File: src/rtl/sdram_mode_seq_pkg.sv
package sdram_mode_seq_pkg;

    localparam int OFS_W = 12;
    localparam logic [19:0] WIN_AREA2 = 20'hFFFFD;
    localparam logic [19:0] WIN_AREA3 = 20'hFFFFE;
    localparam logic [1:0]  SIZE_BYTE = 2'd0;

    typedef enum logic [1:0] {
        ST_IDLE,
        ST_PALL,
        ST_WAIT,
        ST_MRS
    } seq_state_t;

    typedef enum logic {
        AREA_2 = 1'b0,
        AREA_3 = 1'b1
    } area_t;

    typedef struct packed {
        area_t             area;
        logic [OFS_W-1:0]  mode;
    } mode_req_t;

    typedef struct packed {
        logic cs2_n;
        logic cs3_n;
        logic ras_n;
        logic cas_n;
        logic we_n;
    } sd_cmd_t;

    localparam sd_cmd_t CMD_DESEL = '{cs2_n: 1'b1, cs3_n: 1'b1, ras_n: 1'b1, cas_n: 1'b1, we_n: 1'b1};

    function automatic logic [OFS_W-1:0] offset_to_mode(input logic [OFS_W-1:0] ofs,
                                                        input logic bus16);
        return bus16 ? (ofs >> 1) : (ofs >> 2);
    endfunction

endpackage

File: src/rtl/mrs_decode.sv
module mrs_decode
    import sdram_mode_seq_pkg::*;
(
    input  logic             cpu_wr,
    input  logic [31:0]      cpu_addr,
    input  logic [1:0]       cpu_size,
    input  logic             cfg_valid,
    input  logic             cfg_bus16,
    output logic             take,
    output logic             bad_size,
    output mode_req_t        req
);
    logic in_a2;
    logic in_a3;
    logic in_win;

    always_comb begin
        in_a2    = (cpu_addr[31:OFS_W] == WIN_AREA2);
        in_a3    = (cpu_addr[31:OFS_W] == WIN_AREA3);
        in_win   = cpu_wr && cfg_valid && (in_a2 || in_a3);
        take     = in_win && (cpu_size == SIZE_BYTE);
        bad_size = in_win && (cpu_size != SIZE_BYTE);
        req.area = in_a3 ? AREA_3 : AREA_2;
        req.mode = offset_to_mode(cpu_addr[OFS_W-1:0], cfg_bus16);
    end
endmodule

File: src/rtl/mrs_fsm.sv
module mrs_fsm
    import sdram_mode_seq_pkg::*;
#(
    parameter int TRP_W = 4
) (
    input  logic             clk,
    input  logic             rst,
    input  logic             take,
    input  logic             bad_size,
    input  mode_req_t        req_in,
    input  logic [TRP_W-1:0] cfg_trp,
    output seq_state_t       state,
    output mode_req_t        req_q,
    output logic             cpu_rdy,
    output logic             err_size
);
    logic [TRP_W-1:0] gap_cnt;

    assign cpu_rdy = (state == ST_IDLE);

    always_ff @(posedge clk) begin
        if (rst) begin
            state    <= ST_IDLE;
            req_q    <= '0;
            gap_cnt  <= '0;
            err_size <= 1'b0;
        end else begin
            unique case (state)
                ST_IDLE: begin
                    if (take) begin
                        state <= ST_PALL;
                        req_q <= req_in;
                    end
                    if (bad_size) begin
                        err_size <= 1'b1;
                    end
                end
                ST_PALL: begin
                    if (cfg_trp == '0) begin
                        state <= ST_MRS;
                    end else begin
                        state   <= ST_WAIT;
                        gap_cnt <= cfg_trp - 1'b1;
                    end
                end
                ST_WAIT: begin
                    if (gap_cnt == '0) begin
                        state <= ST_MRS;
                    end else begin
                        gap_cnt <= gap_cnt - 1'b1;
                    end
                end
                ST_MRS:  state <= ST_IDLE;
                default: state <= ST_IDLE;
            endcase
        end
    end


    mrs_after_gap_chk: assert property (@(posedge clk) disable iff (rst)
        (state == ST_MRS) |-> ($past(state) == ST_PALL || $past(state) == ST_WAIT));


    stall_after_pall_chk: assert property (@(posedge clk) disable iff (rst)
        (state == ST_PALL) |=> !cpu_rdy);


    err_sticky_chk: assert property (@(posedge clk) disable iff (rst)
        err_size |=> err_size);
endmodule

File: src/rtl/mrs_pins.sv
module mrs_pins
    import sdram_mode_seq_pkg::*;
#(
    parameter int SD_AW = 13
) (
    input  seq_state_t       state,
    input  mode_req_t        req_q,
    output sd_cmd_t          cmd,
    output logic [SD_AW-1:0] sd_addr
);
    localparam int A10 = 10;

    always_comb begin
        cmd     = CMD_DESEL;
        sd_addr = '0;
        unique case (state)
            ST_PALL: begin
                cmd.ras_n    = 1'b0;
                cmd.we_n     = 1'b0;
                sd_addr[A10] = 1'b1;
            end
            ST_MRS: begin
                cmd.ras_n    = 1'b0;
                cmd.cas_n    = 1'b0;
                cmd.we_n     = 1'b0;
                sd_addr[OFS_W-1:0] = req_q.mode;
            end
            default: ;
        endcase
        if (state == ST_PALL || state == ST_MRS) begin
            cmd.cs2_n = (req_q.area != AREA_2);
            cmd.cs3_n = (req_q.area != AREA_3);
        end
    end
endmodule

File: src/rtl/sdram_mode_seq.sv
module sdram_mode_seq
    import sdram_mode_seq_pkg::*;
#(
    parameter int TRP_W = 4,
    parameter int SD_AW = 13
) (
    input  logic             clk,
    input  logic             rst,
    input  logic             cfg_valid,
    input  logic             cfg_bus16,
    input  logic [TRP_W-1:0] cfg_trp,
    input  logic             cpu_wr,
    input  logic [31:0]      cpu_addr,
    input  logic [1:0]       cpu_size,
    output logic             cpu_rdy,
    output logic             err_size,
    output logic             sd_cs2_n,
    output logic             sd_cs3_n,
    output logic             sd_ras_n,
    output logic             sd_cas_n,
    output logic             sd_we_n,
    output logic [SD_AW-1:0] sd_addr
);
    logic       take;
    logic       bad_size;
    mode_req_t  req_in;
    mode_req_t  req_q;
    seq_state_t state;
    sd_cmd_t    cmd;

    mrs_decode u_decode (
        .cpu_wr    (cpu_wr),
        .cpu_addr  (cpu_addr),
        .cpu_size  (cpu_size),
        .cfg_valid (cfg_valid),
        .cfg_bus16 (cfg_bus16),
        .take      (take),
        .bad_size  (bad_size),
        .req       (req_in)
    );

    mrs_fsm #(.TRP_W(TRP_W)) u_fsm (
        .clk      (clk),
        .rst      (rst),
        .take     (take),
        .bad_size (bad_size),
        .req_in   (req_in),
        .cfg_trp  (cfg_trp),
        .state    (state),
        .req_q    (req_q),
        .cpu_rdy  (cpu_rdy),
        .err_size (err_size)
    );

    mrs_pins #(.SD_AW(SD_AW)) u_pins (
        .state   (state),
        .req_q   (req_q),
        .cmd     (cmd),
        .sd_addr (sd_addr)
    );

    assign sd_cs2_n = cmd.cs2_n;
    assign sd_cs3_n = cmd.cs3_n;
    assign sd_ras_n = cmd.ras_n;
    assign sd_cas_n = cmd.cas_n;
    assign sd_we_n  = cmd.we_n;


    bad_size_no_cmd_chk: assert property (@(posedge clk) disable iff (rst)
        (bad_size && cpu_rdy) |=> (sd_cs2_n && sd_cs3_n && cpu_rdy));


    cmd_stalls_cpu_chk: assert property (@(posedge clk) disable iff (rst)
        (!sd_cs2_n || !sd_cs3_n) |-> !cpu_rdy);


    single_area_chk: assert property (@(posedge clk) disable iff (rst)
        !(!sd_cs2_n && !sd_cs3_n));
endmodule

File: config.mk
export PLATFORM = sky130hd
export DESIGN_NAME = sdram_mode_seq
export DESIGN_NICKNAME = d
export VERILOG_FILES = /design/src/rtl/sdram_mode_seq_pkg.sv /design/src/rtl/mrs_decode.sv /design/src/rtl/mrs_fsm.sv /design/src/rtl/mrs_pins.sv /design/src/rtl/sdram_mode_seq.sv
export SDC_FILE = /design/constraint.sdc
export NUM_CORES = 1
export LEC_CHECK = 0
export BUFFER_PORTS_ARGS = -buffer_cell sky130_fd_sc_hd__buf_4
export CAP_MARGIN = 20
export CORE_MARGIN = 1.5
export CORE_UTILIZATION = 45
export CTS_BUF_LIST = sky130_fd_sc_hd__clkbuf_4
export DETAILED_ROUTE_END_ITERATION = 8
export HOLD_SLACK_MARGIN = 0.08
export PLACE_DENSITY = 0.89
export REMOVE_ABC_BUFFERS = 1
export SLEW_MARGIN = 10
export SYNTH_ARGS = -nofsm -noshare
export SYNTH_HDL_FRONTEND = slang
export SYNTH_SLANG_ARGS = --single-unit
File: constraint.sdc
create_clock -name clk -period 5.3 [get_ports clk]
set_input_delay 0.795 -clock clk [delete_from_list [all_inputs] [get_ports clk]]
set_output_delay 0.795 -clock clk [all_outputs]
set_load 0.005 [all_outputs]
==> impl_results.md <==
* GP Congestion at 0.847
* CTS root buffer: clkbuf_4
* Simple-gate share of the synthesized area at between 30% and 40%
* Critical path data required time at ~5500 ps
* H-tree depth at 1
* Crit. End Element: register
* Worst slew pin tran at around 680 ps
* Arr. time, crit path at approximately 2700 ps
* GRT overflow at 0
* Post_cts resized at 0
* Synth Flop Type: dfxtp_1
* Antenna violations before repair at 0
* Critical Path Stages at 6
* Synth top area cells: dfxtp_1 (30%), a2111oi_0 (6.9%), a31oi_1 (5.9%)
* Setup crit end: u_fsm.req_q[2]
* Slowest CP cell: or4_1
* Synth top cells by count: dfxtp_1 (19), nor3_1 (15), a31oi_1 (12), clkbuf_1 (11), nor2b_1 (11)
* Fin nets at 261
* CTS Hold Bufs at 0
* Slew Viols, Final at 0
* Crit path max-delay family: simple AND/OR/NAND/NOR gates
* Static leakage at 0.000676 µW
* Vias/cell at between 5 and 6
* PwrDens at 151 nW/µm²
* Initial Util at 46.7%
* Post-layout minimum cycle time at 2540 ps
* Clock Skew at 4.25 ps
* Startpoint types: register
* FP Rows at 19
* Final setup violation count at 0
* Worst-Skew Late Latency at 300 ps
* Total I/O pin count at 63
* Share of the synthesized area in the top cell type at 29.8%
* Diodes inserted at 0
* Die ar. at 3160 µm²
* Placed insts at 238
* Setup crit start: u_fsm.state[1]
* Die Y at around 56 µm
* Gr usage total at 20.8%
* CTS Sinks at 19
* PnR worst setup slack at ~2800 ps
* Routed len/inst at 13.2 µm
* Mux cell area share after synthesis at approximately 2.4%
* Core box area at 2730 µm²
* R2R cell count at 6
* Dpl cell area at 1710 µm²
* DRC at 0
* Gate Count Post-Synth at 160
* Syn avg cell area at 7.98 µm²
* Post-Route WL at 3.21 mm
* Post-CTS setup buffers at 0
* Dominant cell type by area after synthesis: dfxtp_1
* PortBufs at 59
* Share of cells above drive strength 1 at 32.1%
* RSZ-0062 raised after global routing: false
* Vias in the first global route at 1293
* Synth warnings at 0
* Ys async rst share at 0%
* Critical-path cell list: inv_1 -> ha_1 -> inv_2 -> or4_1 -> a2111oi_0 -> nor3_1
* Final non-filler cell total at 243
* Worst Path Buf+Inv at 2
* CTS tree: done
* Filler instances at 263
* Cell variety after synth at 35
* Post-synthesis sequential area ratio at between 20% and 30%
* R2r setup slk at 2760 ps
* Crit path kind: register to register
* Top-count cell post-synth: dfxtp_1
* Iter 0 DRT Violations at 14
* Hold Crit Class: register to register
* Synthesized flop and latch total at 19
* Worst slack at placement at 2690 ps
* Post-synthesis xor/xnor area fraction at roughly 2.1%
* RR Startpoint: u_fsm.state[1]
* Clock-pin slew on the worst setup and hold paths at roughly 110 ps
* Largest net degree at the start of global routing at 24
* Cell area after synthesis at roughly 1300 µm²
* Syn-to-layout area delta at 37.1%
* DP Wirelength at about 2.4 mm
* Clock buffer depth at 2
* Setup TNS Final at 0 ps
* First-pass iteration count of the detailed router at 4
* Fmax at 393 MHz
* First-pass GRT wire length at 5.38 mm
* Chip Width at about 56 µm
* Slew HR at a little over half
* Final design area excluding fillers at 1750 µm²
* Post-synth EDFFs at 0
* Final-report hold violation count at 0
* Worst vdd ir at 147 µV
* Maximum fanout along the worst path at 15
* Synth Area in Compound Gates at 22.5%
* TritonCTS Buffers at 3
* Period utilization at 48.0%
* Adder-Cell Fraction of Synth Area at 4.90%
* CP peak stage delay at 730 ps
* Combinational family with the most area after synthesis: simple AND/OR/NAND/NOR gates
* RR Endpoint: u_fsm.req_q[2]
* Routed via count at 1410
* Final ANT Viol Nets at 0
* Max-cap violation count at 0
* Status: complete, no violations
[report_power, final]
part	internal [µW]	switching, µW	total [µW]
clock	34.4	46.4	80.8
sequential	143	0.0000261	143
combinational	24.8	15.7	40.5
total	202	62.0	264
[worst min-delay path by stage]
stage                     cells after the start             start          endpoint  slack (ps)
after floorplan                               2   u_fsm.req_q[10]   u_fsm.req_q[10]         440
after global placement                        2    u_fsm.err_size    u_fsm.err_size         460
after detailed placement                      2    u_fsm.err_size    u_fsm.err_size         470
after CTS                                     2  u_fsm.gap_cnt[3]  u_fsm.gap_cnt[3]         480
after global routing                          2   u_fsm.req_q[12]   u_fsm.req_q[12]         520
final                                         2  u_fsm.gap_cnt[3]  u_fsm.gap_cnt[3]         480
[registers in the layout (all words and copies together), names as in the netlist]
| register | flops |
|---|---|
| u_fsm.err_size | 1 |
| u_fsm.req_q | 12 |
| u_fsm.gap_cnt | 4 |
| u_fsm.state | 2 |
[worst min-delay path, cell delays in order (launching register included)]
cell and delay [ps]:
dfxtp_1 320, o21ai_0 60, a21oi_1 60
[cells in the final DEF (no fill, tap or decap), types with 2 or more instances in the layout]
| cell type | netlist | final |
|---|---|---|
| a2111oi_0 | 10 | 10 |
| a211oi_1 | 2 | 2 |
| a21o_1 | 2 | 2 |
| a21oi_1 | 4 | 4 |
| a221oi_1 | 2 | 2 |
| a311oi_1 | 2 | 2 |
| a31oi_1 | 12 | 12 |
| and2_1 | 10 | 10 |
| buf_4 | 3 | 61 |
| clkbuf_4 | 0 | 4 |
| conb_1 | 1 | 2 |
| dfxtp_1 | 19 | 19 |
| ha_1 | 5 | 5 |
| inv_1 | 4 | 4 |
| mux2i_1 | 3 | 3 |
| nand2_1 | 5 | 5 |
| nand2b_1 | 3 | 3 |
| nand4_1 | 7 | 7 |
| nor2_1 | 6 | 6 |
| nor2b_1 | 11 | 11 |
| nor3_1 | 15 | 15 |
| o21ai_0 | 4 | 4 |
| or3_1 | 3 | 3 |
| or4_1 | 3 | 3 |
| xnor2_1 | 2 | 2 |
[cell type report]
class                           count  area (µm²)  area share, %
Sequential cell                    19         380           21.7
Inverter                            5        18.8           1.07
Clock buffer                        4        30.0           1.72
Timing Repair Buffer               61         458           26.2
Multi-Input combinational cell    123         823           47.1
Tap cell                           31        38.8           2.22
[metal layers]
metal | GRT usage (%) | up-vias | wire length (µm)
met2 | 37.0 | 64 | 1590
met4 | 8.50 | 0 | 34
met5 | 0 | - | 0
li1 | - | 703 | -
met3 | 3.69 | 4 | 201
met1 | 24.6 | 639 | 1390
[cell families after synthesis]
logic type / after synthesis
compound gates: 40
xor+xnor: 3
fa+ha+maj: 5
buf+inv: 19
flops: 19
mux: 3
other cells: 1
simple gates: 70
[per-stage QoR]
step / total power (µW) / utilization [%] / hold slack, ps
after floorplan: 156 / - / 444
after global placement: 185 / 62.6 / 462
after detailed placement: 186 / 62.6 / 468
after CTS: 264 / 63.7 / 485
after global routing: 276 / 64.0 / 519
final: 264 / 64.0 / 484
Note: power is estimated with default switching activity, not from simulation.
